## src/rtl/sdr_burst_pkg.sv

```systemverilog
package sdr_burst_pkg;

    typedef enum logic [2:0] {
        BL_ONE   = 3'b000,
        BL_TWO   = 3'b001,
        BL_FOUR  = 3'b010,
        BL_EIGHT = 3'b011,
        BL_PAGE  = 3'b111
    } blen_code_e;

    // Burst geometry: page flag, else log2 of beat count (0..3)
    typedef struct packed {
        logic       full;
        logic [1:0] lg;
    } burst_shape_t;

    function automatic burst_shape_t shape_of(input logic [2:0] code,
                                              input logic       force_one);
        burst_shape_t s;
        s = '0;
        if (!force_one) begin
            case (code)
                BL_TWO:   s.lg = 2'd1;
                BL_FOUR:  s.lg = 2'd2;
                BL_EIGHT: s.lg = 2'd3;
                BL_PAGE:  s.full = 1'b1;
                default:  s.lg = 2'd0;
            endcase
        end
        return s;
    endfunction

endpackage

```

## src/rtl/burst_shape_dec.sv

```systemverilog
module burst_shape_dec
    import sdr_burst_pkg::*;
(
    input  logic [2:0]   code_i,
    input  logic         is_write_i,
    input  logic         wr_single_i,
    output burst_shape_t shape_o
);
    logic force_one;

    always_comb begin
        force_one = is_write_i & wr_single_i;
        shape_o   = shape_of(code_i, force_one);
    end
endmodule

```

## src/rtl/burst_beat_ctrl.sv

```systemverilog
module burst_beat_ctrl
    import sdr_burst_pkg::*;
#(
    parameter int COL_W = 9
) (
    input  logic             clk,
    input  logic             rst,
    input  logic             start_i,
    input  logic             stop_i,
    input  logic [COL_W-1:0] start_col_i,
    input  logic             inter_i,
    input  burst_shape_t     shape_i,
    output logic             active_o,
    output logic             last_o,
    output logic [COL_W-1:0] base_o,
    output logic [COL_W-1:0] beat_o,
    output logic             inter_o,
    output burst_shape_t     shape_o
);
    localparam logic [COL_W-1:0] ONE = COL_W'(1);

    logic [COL_W-1:0] beat_lim;

    always_comb begin
        beat_lim = (ONE << shape_o.lg) - ONE;
        last_o   = active_o && !shape_o.full && (beat_o == beat_lim);
    end

    always_ff @(posedge clk) begin
        if (rst) begin
            active_o <= 1'b0;
            base_o   <= '0;
            beat_o   <= '0;
            inter_o  <= 1'b0;
            shape_o  <= '0;
        end else if (start_i) begin
            active_o <= 1'b1;
            base_o   <= start_col_i;
            beat_o   <= '0;
            inter_o  <= inter_i;
            shape_o  <= shape_i;
        end else if (active_o) begin
            if (stop_i || last_o) begin
                active_o <= 1'b0;
            end else begin
                beat_o <= beat_o + ONE;
            end
        end
    end


    last_needs_active_chk: assert property (@(posedge clk) disable iff (rst)
        last_o |-> active_o);


    start_arms_chk: assert property (@(posedge clk) disable iff (rst)
        start_i |=> (active_o && beat_o == '0));


    stop_halts_chk: assert property (@(posedge clk) disable iff (rst)
        (active_o && stop_i && !start_i) |=> !active_o);


    end_after_last_chk: assert property (@(posedge clk) disable iff (rst)
        (last_o && !start_i) |=> !active_o);


    page_never_last_chk: assert property (@(posedge clk) disable iff (rst)
        (active_o && shape_o.full) |-> !last_o);


    idle_stop_chk: assert property (@(posedge clk) disable iff (rst)
        (!active_o && !start_i) |=> !active_o);
endmodule

```

## src/rtl/burst_col_gen.sv

```systemverilog
module burst_col_gen
    import sdr_burst_pkg::*;
#(
    parameter int COL_W = 9
) (
    input  logic [COL_W-1:0] base_i,
    input  logic [COL_W-1:0] beat_i,
    input  logic             inter_i,
    input  burst_shape_t     shape_i,
    output logic [COL_W-1:0] col_o
);
    localparam logic [COL_W-1:0] ONE = COL_W'(1);

    logic [COL_W-1:0] wrap_mask;
    logic [COL_W-1:0] linear_sum;

    always_comb begin
        wrap_mask  = (ONE << shape_i.lg) - ONE;
        linear_sum = base_i + beat_i;
        if (shape_i.full) begin
            col_o = linear_sum;
        end else if (inter_i) begin
            col_o = base_i ^ (beat_i & wrap_mask);
        end else begin
            col_o = (base_i & ~wrap_mask) | (linear_sum & wrap_mask);
        end
    end
endmodule

```

## src/rtl/sdr_burst_colseq.sv

```systemverilog
module sdr_burst_colseq
    import sdr_burst_pkg::*;
#(
    parameter int COL_W = 9
) (
    input  logic             clk,
    input  logic             rst,
    input  logic             start_i,
    input  logic             is_write_i,
    input  logic             stop_i,
    input  logic [COL_W-1:0] start_col_i,
    input  logic [2:0]       blen_code_i,
    input  logic             interleave_i,
    input  logic             wr_single_i,
    output logic [COL_W-1:0] col_o,
    output logic             valid_o,
    output logic             last_o
);
    localparam int HI_LO = 3;

    burst_shape_t     shape_req;
    burst_shape_t     shape_q;
    logic [COL_W-1:0] base_q;
    logic [COL_W-1:0] beat_q;
    logic             inter_q;

    burst_shape_dec u_dec (
        .code_i      (blen_code_i),
        .is_write_i  (is_write_i),
        .wr_single_i (wr_single_i),
        .shape_o     (shape_req)
    );

    burst_beat_ctrl #(.COL_W(COL_W)) u_ctrl (
        .clk         (clk),
        .rst         (rst),
        .start_i     (start_i),
        .stop_i      (stop_i),
        .start_col_i (start_col_i),
        .inter_i     (interleave_i),
        .shape_i     (shape_req),
        .active_o    (valid_o),
        .last_o      (last_o),
        .base_o      (base_q),
        .beat_o      (beat_q),
        .inter_o     (inter_q),
        .shape_o     (shape_q)
    );

    burst_col_gen #(.COL_W(COL_W)) u_col (
        .base_i  (base_q),
        .beat_i  (beat_q),
        .inter_i (inter_q),
        .shape_i (shape_q),
        .col_o   (col_o)
    );


    wr_single_one_beat_chk: assert property (@(posedge clk) disable iff (rst)
        (start_i && is_write_i && wr_single_i) |=> (valid_o && last_o));


    block_bits_hold_chk: assert property (@(posedge clk) disable iff (rst)
        (valid_o && !last_o && !start_i && !stop_i && !shape_q.full)
        |=> (col_o[COL_W-1:HI_LO] == $past(col_o[COL_W-1:HI_LO])));


    first_beat_col_chk: assert property (@(posedge clk) disable iff (rst)
        start_i |=> (col_o == $past(start_col_i)));
endmodule

```

## config.mk

```make
export PLATFORM = sky130hd
export DESIGN_NAME = sdr_burst_colseq
export DESIGN_NICKNAME = d
export VERILOG_FILES = /design/src/rtl/sdr_burst_pkg.sv /design/src/rtl/burst_shape_dec.sv /design/src/rtl/burst_beat_ctrl.sv /design/src/rtl/burst_col_gen.sv /design/src/rtl/sdr_burst_colseq.sv
export SDC_FILE = /design/constraint.sdc
export NUM_CORES = 1
export LEC_CHECK = 0
export CAP_MARGIN = 20
export CORE_ASPECT_RATIO = 1.2
export CORE_MARGIN = 8
export CORE_UTILIZATION = 27
export DETAILED_ROUTE_END_ITERATION = 10
export PLACE_DENSITY = 0.58
export SYNTH_ARGS = -nofsm -noshare
export SYNTH_HDL_FRONTEND = slang
export SYNTH_SLANG_ARGS = --single-unit
```

## constraint.sdc

```tcl
create_clock -name clk -period 3.9 [get_ports clk]
set_clock_uncertainty 0.05 [all_clocks]
set_input_delay 0.78 -clock clk [delete_from_list [all_inputs] [get_ports clk]]
set_output_delay 0.78 -clock clk [all_outputs]
set_load 0.1 [all_outputs]
```

==> impl_results.md <==
- Outcome: finished clean
- Endpoints failing setup: 0
- Yosys top cell area share: 27.4%
- Vias in the first global route: 1,513
- Die footprint: 9000 µm²
- Post-CTS Setup Inserts: 0
- Worst path required time: 3070 ps
- Placed cell count: 309
- Initial core utilization: 27.9%
- Main combinational cell family by area after synthesis: simple AND/OR/NAND/NOR gates
- Worst-case reg-to-reg path depth: 9
- Top-count cell post-synth: nor2_1
- Cell count after synthesis: 203
- Hold Path Depth: 2
- Setup TNS Final: 0 ps
- Synth area leader: dfxtp_1
- P&R area growth vs syn: 24.0%
- N_diodes: 0
- Launching element type of the critical path: flip-flop
- Via density: 4.68
- Period utilization: 85.7%
- Asr flop ratio synth: 0%
- Mux share of post-synthesis cell area: 7.23%
- IO buf count: 29
- Clk sinks: 23
- Hold buffers post-CTS: 0
- Die Y: 102 µm
- Chip width: 88.0 µm
- DRT Pass-1 Iters: 4
- Post-synthesis xor/xnor area fraction: 11.5%
- Aggregate global routing overflow: 0
- Ys flop type: dfxtp_1
- CTS Buf Count: 3
- Final antenna-violating net count: 0
- FF+latch count, synth: 23
- Ratio of cells with drive above 1 in the final layout: 9.96%
- Mean Syn Cell Area: 8.27 µm²
- Mapped Area: 1680 µm²
- Area contributors post-synth: dfxtp_1 (27%), ha_1 (12%), nor2_1 (7.6%), mux2i_1 (6.6%), xnor2_1 (5.7%)
- Clock slew at reported path FFs: 80 ps
- Fin. Hold Viols: 0
- First-pass GRT wire length: 6.92 mm
- Fillers: 626
- Multi-input gate area: 1160 µm²
- Final cell count without fillers: 313
- Lkg Pwr: 0.868 nW
- Per-cell routed wire length: 13.1 µm
- Final worst path period need: 3340 ps
- Part of the Yosys area used for sequential elements: 27.4%
- GRT Total Usage: 9.77%
- Register area: 460 µm²
- Max Cap Viol: 0
- Detailed Route Iter0 Violations: 42
- Initial antenna violation count: 0
- Vias: 1,464
- Pwr/cell area: 288 nW/µm²
- CP endpoint kind: primary output
- Post-Synth Adder-Cell Area: 13.1%
- Worst skew pair latency: 270 ps
- Syn_nets: 239
- HPWL after DPL: 3.31 mm
- Synth cell types: 39
- Largest net degree at the start of global routing: 16
- Unrepaired setup endpoints after global routing: false
- H-Tree Depth: 1
- Post_cts resized: 0
- Placed cell areas: 2030 µm²
- Row Count: 31
- Fmax: 0.299 GHz
- Slew margin rel.: 35.5%
- Commonest cells in the synthesized netlist: nor2_1 (34), dfxtp_1 (23), a21oi_1 (16), ha_1 (16)
- CTS tree: yes
- CORE AREA: 6010 µm²
- Worst Path Arrival: 2510 ps
- Worst hold-check path type: flip-flop to flip-flop
- Crit path kind: flip-flop to primary output
- Final net count: 268
- Worst-path maximum fanout: 6
- Post-Route WL: 4.09 mm
- Max Buffers Root-to-Sink: 2
- Root Buffer: clkbuf_8
- Final Cell Area: 2080 µm²
- IO Pins: 30
- Synth Area in Compound Gates: 15.7%
- Max Slew Vio Count: 0
- Post-synth EDFFs: 0
- Post-synthesis simple-gate area fraction: 21.6%
- Max VDD drop: 109 µV
- Synth warn: 0
- Tightest Pin Transition: 965 ps
- Routability cong.: 0.891
- DRC violations left: 0
## through the flow
step	util, %	power, W	hold slack [ps]	setup WS [ps]
final	34.6	0.000599	475	558
after global routing	34.6	0.000624	522	387
after CTS	34.6	0.000601	461	535
after detailed placement	33.8	0.000451	447	845
after global placement	33.8	0.000451	445	847
after floorplan	-	0.000395	415	41.9
## registers in the layout, indices dropped and copies added, names as in the netlist
name	count
u_ctrl.base_o	9
u_ctrl.active_o	1
u_ctrl.inter_o	1
u_ctrl.shape_o	3
u_ctrl.beat_o	9
## critical path: stages, from the launching register on
cell	delay, ps
dfxtp_1	350
or2_2	340
ha_1	340
inv_1	50
ha_1	320
nor4b_2	390
and3_2	270
buf_12	170
## logic make-up (layout without fill, tap and decap cells)
group           Yosys count  in the layout
mux                      12             12
buf+inv                  13             41
xor+xnor                 22             22
compound gates           42             42
simple gates             74             74
fa+ha+maj                17             17
flops                    23             23
## layout make-up
class	count	share of cell area [%]
repair buffers	30	13.7
inverters	7	1.26
multi-input cells	167	55.7
well taps	82	4.93
flip-flops and latches	23	22.1
clock buffers	3	1.98
clock inverters	1	0.241
## power breakdown
part / switching [W] / internal [W] / leakage [nW]
Combinational: 0.000126 / 0.0000636 / 0.655
Clock: 0.0000838 / 0.0000716 / 0.0255
Sequential: 0.0000117 / 0.000243 / 0.188
## routing by layer
layer / global-route usage [%] / share of wire [%] / wire length [µm] / vias up
met5: 0 / 0 / 0 / -
met4: 3.98 / 2.3 / 96 / 0
met3: 2.25 / 4.4 / 181 / 7
met2: 16.8 / 47 / 1920 / 30
met1: 11.3 / 46 / 1890 / 655
li1: - / - / - / 772
## worst paths after layout
| kind | startpoint | endpoint | slack, ps |
|---|---|---|---|
| worst max-delay path | u_ctrl.shape_o[1]$_SDFFE_PP0P_ | last_o | 560 |
| worst min-delay path | u_ctrl.shape_o[0]$_SDFFE_PP0P_ | u_ctrl.shape_o[0]$_SDFFE_PP0P_ | 480 |
| worst max register to register | u_ctrl.shape_o[1]$_SDFFE_PP0P_ | u_ctrl.beat_o[4]$_SDFFE_PP0P_ | 1390 |
| worst min register to register | u_ctrl.shape_o[0]$_SDFFE_PP0P_ | u_ctrl.shape_o[0]$_SDFFE_PP0P_ | 480 |
## placed cells by master, fill, tap and decap left out, types with 5 or more instances in the layout
master and count:
nor2_1 34, dfxtp_1 23, clkdlybuf4s50_1 19, a21oi_1 16
ha_1 16, xor2_1 11, nand2_1 11, xnor2_1 11
mux2i_1 11, buf_4 10, o21ai_0 8, inv_1 6
nand3_1 5
Power figures use the tool's default switching activity.
